===== config.mk =====
export PLATFORM = sky130hd
export DESIGN_NAME = sensor_ctrl_seq
export DESIGN_NICKNAME = d
export VERILOG_FILES = /design/src/rtl/seq_pkg.sv /design/src/rtl/seq_imem.sv /design/src/rtl/seq_decode.sv /design/src/rtl/seq_swbank.sv /design/src/rtl/sensor_ctrl_seq.sv
export SDC_FILE = /design/constraint.sdc
export NUM_CORES = 2
export LEC_CHECK = 0
export BUFFER_PORTS_ARGS = -buffer_cell sky130_fd_sc_hd__buf_2
export CAP_MARGIN = 20
export CORE_MARGIN = 2
export CORE_UTILIZATION = 50
export DETAILED_ROUTE_END_ITERATION = 10
export HOLD_SLACK_MARGIN = 0.08
export PLACE_DENSITY = 0.78
export REMOVE_ABC_BUFFERS = 1
export SLEW_MARGIN = 20
export SYNTH_ARGS = -nofsm -noshare
export SYNTH_HDL_FRONTEND = slang
export SYNTH_HIERARCHICAL = 1
export SYNTH_SLANG_ARGS = --single-unit

===== constraint.sdc =====
create_clock -name clk -period 5.6 [get_ports clk]
set_input_delay 1.4 -clock clk [delete_from_list [all_inputs] [get_ports clk]]
set_output_delay 1.4 -clock clk [all_outputs]
set_load 0.01 [all_outputs]

===== src/rtl/seq_pkg.sv =====
package seq_pkg;
    localparam int OPC_W   = 3;
    localparam int BODY_W  = 9;
    localparam int WORD_W  = OPC_W + BODY_W;
    localparam int SWIDX_W = BODY_W - 1;
    localparam int CFG_W   = BODY_W + WORD_W;
    localparam int NGROUP  = 3;

    typedef enum logic [OPC_W-1:0] {
        OP_PAUSE   = 3'd0,
        OP_ROW     = 3'd1,
        OP_SW_AMP  = 3'd2,
        OP_SW_PIX  = 3'd3,
        OP_SW_AUX  = 3'd4,
        OP_LOOPSET = 3'd5,
        OP_LOOPJMP = 3'd6,
        OP_CFGWR   = 3'd7
    } opcode_e;

    typedef enum logic [1:0] {
        ST_ISSUE = 2'd0,
        ST_PAUSE = 2'd1,
        ST_CFG2  = 2'd2
    } state_e;

    typedef struct packed {
        opcode_e              op;
        logic [BODY_W-1:0]    body;
        logic [SWIDX_W-1:0]   sw_idx;
        logic                 sw_val;
    } instr_t;

    function automatic instr_t split_word(input logic [WORD_W-1:0] w);
        instr_t d;
        d.op     = opcode_e'(w[WORD_W-1:BODY_W]);
        d.body   = w[BODY_W-1:0];
        d.sw_idx = w[BODY_W-1:1];
        d.sw_val = w[0];
        return d;
    endfunction
endpackage


===== src/rtl/seq_imem.sv =====
module seq_imem #(
    parameter int AW = 7,
    parameter int DW = 12
) (
    input  logic          clk,
    input  logic          we,
    input  logic [AW-1:0] waddr,
    input  logic [DW-1:0] wdata,
    input  logic [AW-1:0] raddr,
    output logic [DW-1:0] rdata
);
    localparam int DEPTH = 1 << AW;

    logic [DW-1:0] store [DEPTH];

    always_ff @(posedge clk) begin
        if (we) begin
            store[waddr] <= wdata;
        end
    end

    assign rdata = store[raddr];
endmodule


===== src/rtl/seq_decode.sv =====
module seq_decode
    import seq_pkg::*;
(
    input  logic [WORD_W-1:0] word,
    input  logic              issue,
    output instr_t            instr,
    output logic [NGROUP-1:0] grp_en
);
    always_comb begin
        instr  = split_word(word);
        grp_en = '0;
        if (issue) begin
            unique case (instr.op)
                OP_SW_AMP: grp_en[0] = 1'b1;
                OP_SW_PIX: grp_en[1] = 1'b1;
                OP_SW_AUX: grp_en[2] = 1'b1;
                default:   grp_en    = '0;
            endcase
        end
    end
endmodule


===== src/rtl/seq_swbank.sv =====
module seq_swbank
    import seq_pkg::*;
#(
    parameter int W = 8
) (
    input  logic               clk,
    input  logic               rst,
    input  logic               en,
    input  logic [SWIDX_W-1:0] idx,
    input  logic               val,
    output logic [W-1:0]       q
);
    for (genvar i = 0; i < W; i++) begin : g_bit
        always_ff @(posedge clk) begin
            if (rst) begin
                q[i] <= 1'b0;
            end else if (en && (idx == SWIDX_W'(i))) begin
                q[i] <= val;
            end
        end
    end
endmodule


===== src/rtl/sensor_ctrl_seq.sv =====
module sensor_ctrl_seq
    import seq_pkg::*;
#(
    parameter int AW   = 7,
    parameter int SW_W = 8
) (
    input  logic                clk,
    input  logic                rst,
    input  logic                run,
    input  logic                imem_we,
    input  logic [AW-1:0]       imem_waddr,
    input  logic [WORD_W-1:0]   imem_wdata,
    output logic [BODY_W-1:0]   row_sel,
    output logic [SW_W-1:0]     amp_sw,
    output logic [SW_W-1:0]     pix_sw,
    output logic [SW_W-1:0]     aux_sw,
    output logic                cfg_we,
    output logic [CFG_W-1:0]    cfg_data
);
    logic [AW-1:0]       pc;
    logic [WORD_W-1:0]   word;
    instr_t              instr;
    logic [NGROUP-1:0]   grp_en;
    state_e              state;
    logic [BODY_W-1:0]   pause_cnt;
    logic [BODY_W-1:0]   loop_cnt;
    logic [BODY_W-1:0]   cfg_hi;
    logic                issue;
    logic                in_pause;
    logic [SW_W-1:0]     grp_q [NGROUP];

    assign issue    = run && (state == ST_ISSUE);
    assign in_pause = (state == ST_PAUSE);

    seq_imem #(.AW(AW), .DW(WORD_W)) u_imem (
        .clk   (clk),
        .we    (imem_we),
        .waddr (imem_waddr),
        .wdata (imem_wdata),
        .raddr (pc),
        .rdata (word)
    );

    seq_decode u_dec (
        .word   (word),
        .issue  (issue),
        .instr  (instr),
        .grp_en (grp_en)
    );

    for (genvar g = 0; g < NGROUP; g++) begin : g_grp
        seq_swbank #(.W(SW_W)) u_bank (
            .clk (clk),
            .rst (rst),
            .en  (grp_en[g]),
            .idx (instr.sw_idx),
            .val (instr.sw_val),
            .q   (grp_q[g])
        );
    end

    assign amp_sw = grp_q[0];
    assign pix_sw = grp_q[1];
    assign aux_sw = grp_q[2];

    always_ff @(posedge clk) begin
        if (rst) begin
            pc        <= '0;
            state     <= ST_ISSUE;
            pause_cnt <= '0;
            loop_cnt  <= '0;
            cfg_hi    <= '0;
            row_sel   <= '0;
            cfg_we    <= 1'b0;
            cfg_data  <= '0;
        end else begin
            cfg_we <= 1'b0;
            if (!run) begin
                pc    <= '0;
                state <= ST_ISSUE;
            end else begin
                unique case (state)
                    ST_ISSUE: begin
                        unique case (instr.op)
                            OP_PAUSE: begin
                                if (instr.body == '0) begin
                                    pc <= pc + AW'(1);
                                end else begin
                                    pause_cnt <= instr.body;
                                    state     <= ST_PAUSE;
                                end
                            end
                            OP_ROW: begin
                                row_sel <= instr.body;
                                pc      <= pc + AW'(1);
                            end
                            OP_LOOPSET: begin
                                loop_cnt <= instr.body;
                                pc       <= pc + AW'(1);
                            end
                            OP_LOOPJMP: begin
                                if (loop_cnt != '0) begin
                                    loop_cnt <= loop_cnt - BODY_W'(1);
                                    pc       <= instr.body[AW-1:0];
                                end else begin
                                    pc <= pc + AW'(1);
                                end
                            end
                            OP_CFGWR: begin
                                cfg_hi <= instr.body;
                                pc     <= pc + AW'(1);
                                state  <= ST_CFG2;
                            end
                            default: begin
                                pc <= pc + AW'(1);
                            end
                        endcase
                    end
                    ST_PAUSE: begin
                        pause_cnt <= pause_cnt - BODY_W'(1);
                        if (pause_cnt == BODY_W'(1)) begin
                            pc    <= pc + AW'(1);
                            state <= ST_ISSUE;
                        end
                    end
                    ST_CFG2: begin
                        cfg_data <= {cfg_hi, word};
                        cfg_we   <= 1'b1;
                        pc       <= pc + AW'(1);
                        state    <= ST_ISSUE;
                    end
                    default: state <= ST_ISSUE;
                endcase
            end
        end
    end
endmodule


==> flow_summary.toml <==
[routing]
drtAntennaViolNets = 0
drt_wl_total_um = 154200
first_pass_iters = 5
drc = 0
wl_per_cell_um = 31.35
drtIter0Drc = 4209
via_per_inst = 6.485
num_vias = 31886

[clock_tree]
cts_tree = "built"
cts-resized-gates = 0
post_cts_buffers = 0
htreeDepth = 4
cts_buffers = 156
hold_buffers = 0
cts_sinks = 1627
path_clk_slew_ps = 60
cts-root-buf = "clkbuf_16"
insertion_delay_ps = 770
clock_path_buffers = 3

[worst_setup_path]
cp-end-kind = "register"
setup.worst_path.class = "register to register"
cp_data_required_time_ps = 6250
cp-startpoint = "pc[0]"
slowest_stage = "a211oi_4"
r2r_start = "pc[0]"
max_stage_delay_ps = 630
cp_max_fo = 27
cp-start-kind = "register"
cp_common_cell = "mux4_2"
crit_chain = "buf_4 > mux4_2 > mux4_2 > mux4_2 > mux2_2 > nor4_4 > a31oi_2 > a211oi_4 > a21oi_1 > a31o_1"
r2r_cells = 10
crit_arrival_ps = 5620

[sta]
hold_viol_final = 0
rsz0062_at_grt = "false"
fmax_ghz = 0.2010
hold_ws_ps = 451.6
worst_pin_slew_ps = 1057
period_share_pct = 88.86
finalMaxSlewViolations = 0
period_needed_ps = 4976
setup_violations = 0
clock_skew_ps = 34.63
slew-limit-headroom_pct = 29.45

[synthesis]
syn_area_mm2 = 0.06359
yosysMostFrequentCell = "edfxtp_1"
synth_flop_cell = "edfxtp_1"
ys_warn_count = 6
syn_inst = 2903
seq_area_frac_synth_pct = 75.40
synth_largest_area_cell = "edfxtp_1"
synth_area_per_cell_um2 = 21.90
synth-edff-count = 1536
synth_seq_cells = 1627
synth_cell_types = 59
netlist_top_cells_count = "edfxtp_1, mux4_2, nor2_1, dfxtp_1, nand2_1"
synth_top_area_share_pct = 72.53
synth.area.top_cells = "edfxtp_1, mux4_2, dfxtp_1"
async_flop_share_pct = 0

[cells_and_area]
multiInputGateArea_mm2 = 0.01484
nNetsFinal = 3173
design_area_mm2 = 0.07188
final_layout_size_suffix_gt1_share_pct = 31.74
n_fill_cell = 8725
syn_to_final_growth_pct = 13.03
seq_area_mm2 = 0.04796

[hold_path]
hp-start = "cfg_hi[1]"
hold_path_depth = 2
holdCritPathClass = "register to register"

[run_status]
outcome = "finished, final reports clean"

[floorplan]
die_area_mm2 = 0.1300
die_h_um = 360.6
rows = 130
ioPinCount = 78
chipWidth_um = 360.6
start_util_pct = 50.51
core-area_mm2 = 0.1259

[grt]
grt_pass1_vias = 31931
grt_usage_pct = 23.81
grt_pass1_wl_um = 223900
gr-total-overflow = 0
grt_antenna_before_repair = 15
grt_max_degree = 95

[placed_design]
io_buffers = 77
place_congestion = 0.8543
place_area_mm2 = 0.06688
hpwl_um = 86040

[power_and_ir_drop]
p_per_area_mw_per_mm2 = 364.1
p_leak_nw = 22.11
vdd_ir_drop_max_mv = 0.3245

[flow_run]
maxCapViolCount = 0
==> final timing paths <==
check,to,slack [ps]
setup / recovery,pc[3],620
hold / removal,cfg_data[13],450
setup reg to reg,pc[3],620
hold reg to reg,cfg_data[13],450
==> cell families after synthesis <==
family	after synthesis	synth area share, %
buf+inv	188	1.425
simple gates	408	3.119
mux	562	18.79
fa+ha+maj	8	0.1574
compound gates	108	1.086
flops	1627	75.40
xor+xnor	2	0.02755
==> critical path, delay by kind of cell, from the launching register on <==
kind / cells / cell delay [ps]
muxes: 4 / 2130
AOI/OAI and AO/OA: 4 / 1190
DFF: 1 / 550
buffers and inverters: 1 / 540
and+or+nand+nor: 1 / 390
==> metrics by stage <==
step	setup WS (ps)	cells	utilization, %	setup TNS, ps	total power [mW]
CTS	678.0	4914	57.08	0	26.27
finish	624.0	4917	57.09	0	26.17
detailed placement	736.1	4634	53.12	0	15.99
floorplan	-13810	2729	-	-1049750	15.82
global route	412.3	4916	57.09	0	26.84
global placement	665.4	4634	53.11	0	15.94
==> cell type report <==
type,instances,area share [%]
multi-input cells,1088,20.64
repair buffers,255,2.733
clock inverters,84,1.177
clock buffers,196,5.757
flip-flops and latches,1627,66.73
well taps,1650,2.872
inverters,14,0.07311
diodes,3,0.01044
==> power breakdown <==
part | internal, mW | switching (mW) | leakage [nW]
Clock | 5.97 | 4.42 | 2.44
Sequential | 13.4 | 0.0880 | 14.5
Combinational | 1.01 | 1.31 | 5.12
==> routing by layer <==
| metal | GRT usage, % | part of all wire (%) | vias to the layer above |
|---|---|---|---|
| li1 | - | - | 12599 |
| met1 | 32.39 | 37 | 16831 |
| met2 | 38.16 | 49 | 2085 |
| met3 | 5.056 | 10 | 355 |
| met4 | 9.180 | 3.8 | 16 |
| met5 | 0 | 0.063 | - |
==> flip-flops by register name, summed over array words and instances, names as in the netlist <==
signal / count
cfg_data: 21
pc: 7
state: 2
u_imem/store: 1536
pause_cnt: 9
loop_cnt: 9
cfg_we: 1
row_sel: 9
g_grp.u_bank/q: 24
cfg_hi: 9
==> layout by cell type, fill, tap and decap left out, drive strengths merged, types with 36 or more instances in the layout <==
master / instances
edfxtp: 1536
mux4: 504
buf: 255
clkbuf: 196
nor2: 166
dfxtp: 91
nand2: 86
clkinv: 63
nand3: 50
a21oi: 47
mux2i: 46
nand2b: 36
(Power assumes the default switching activity.)
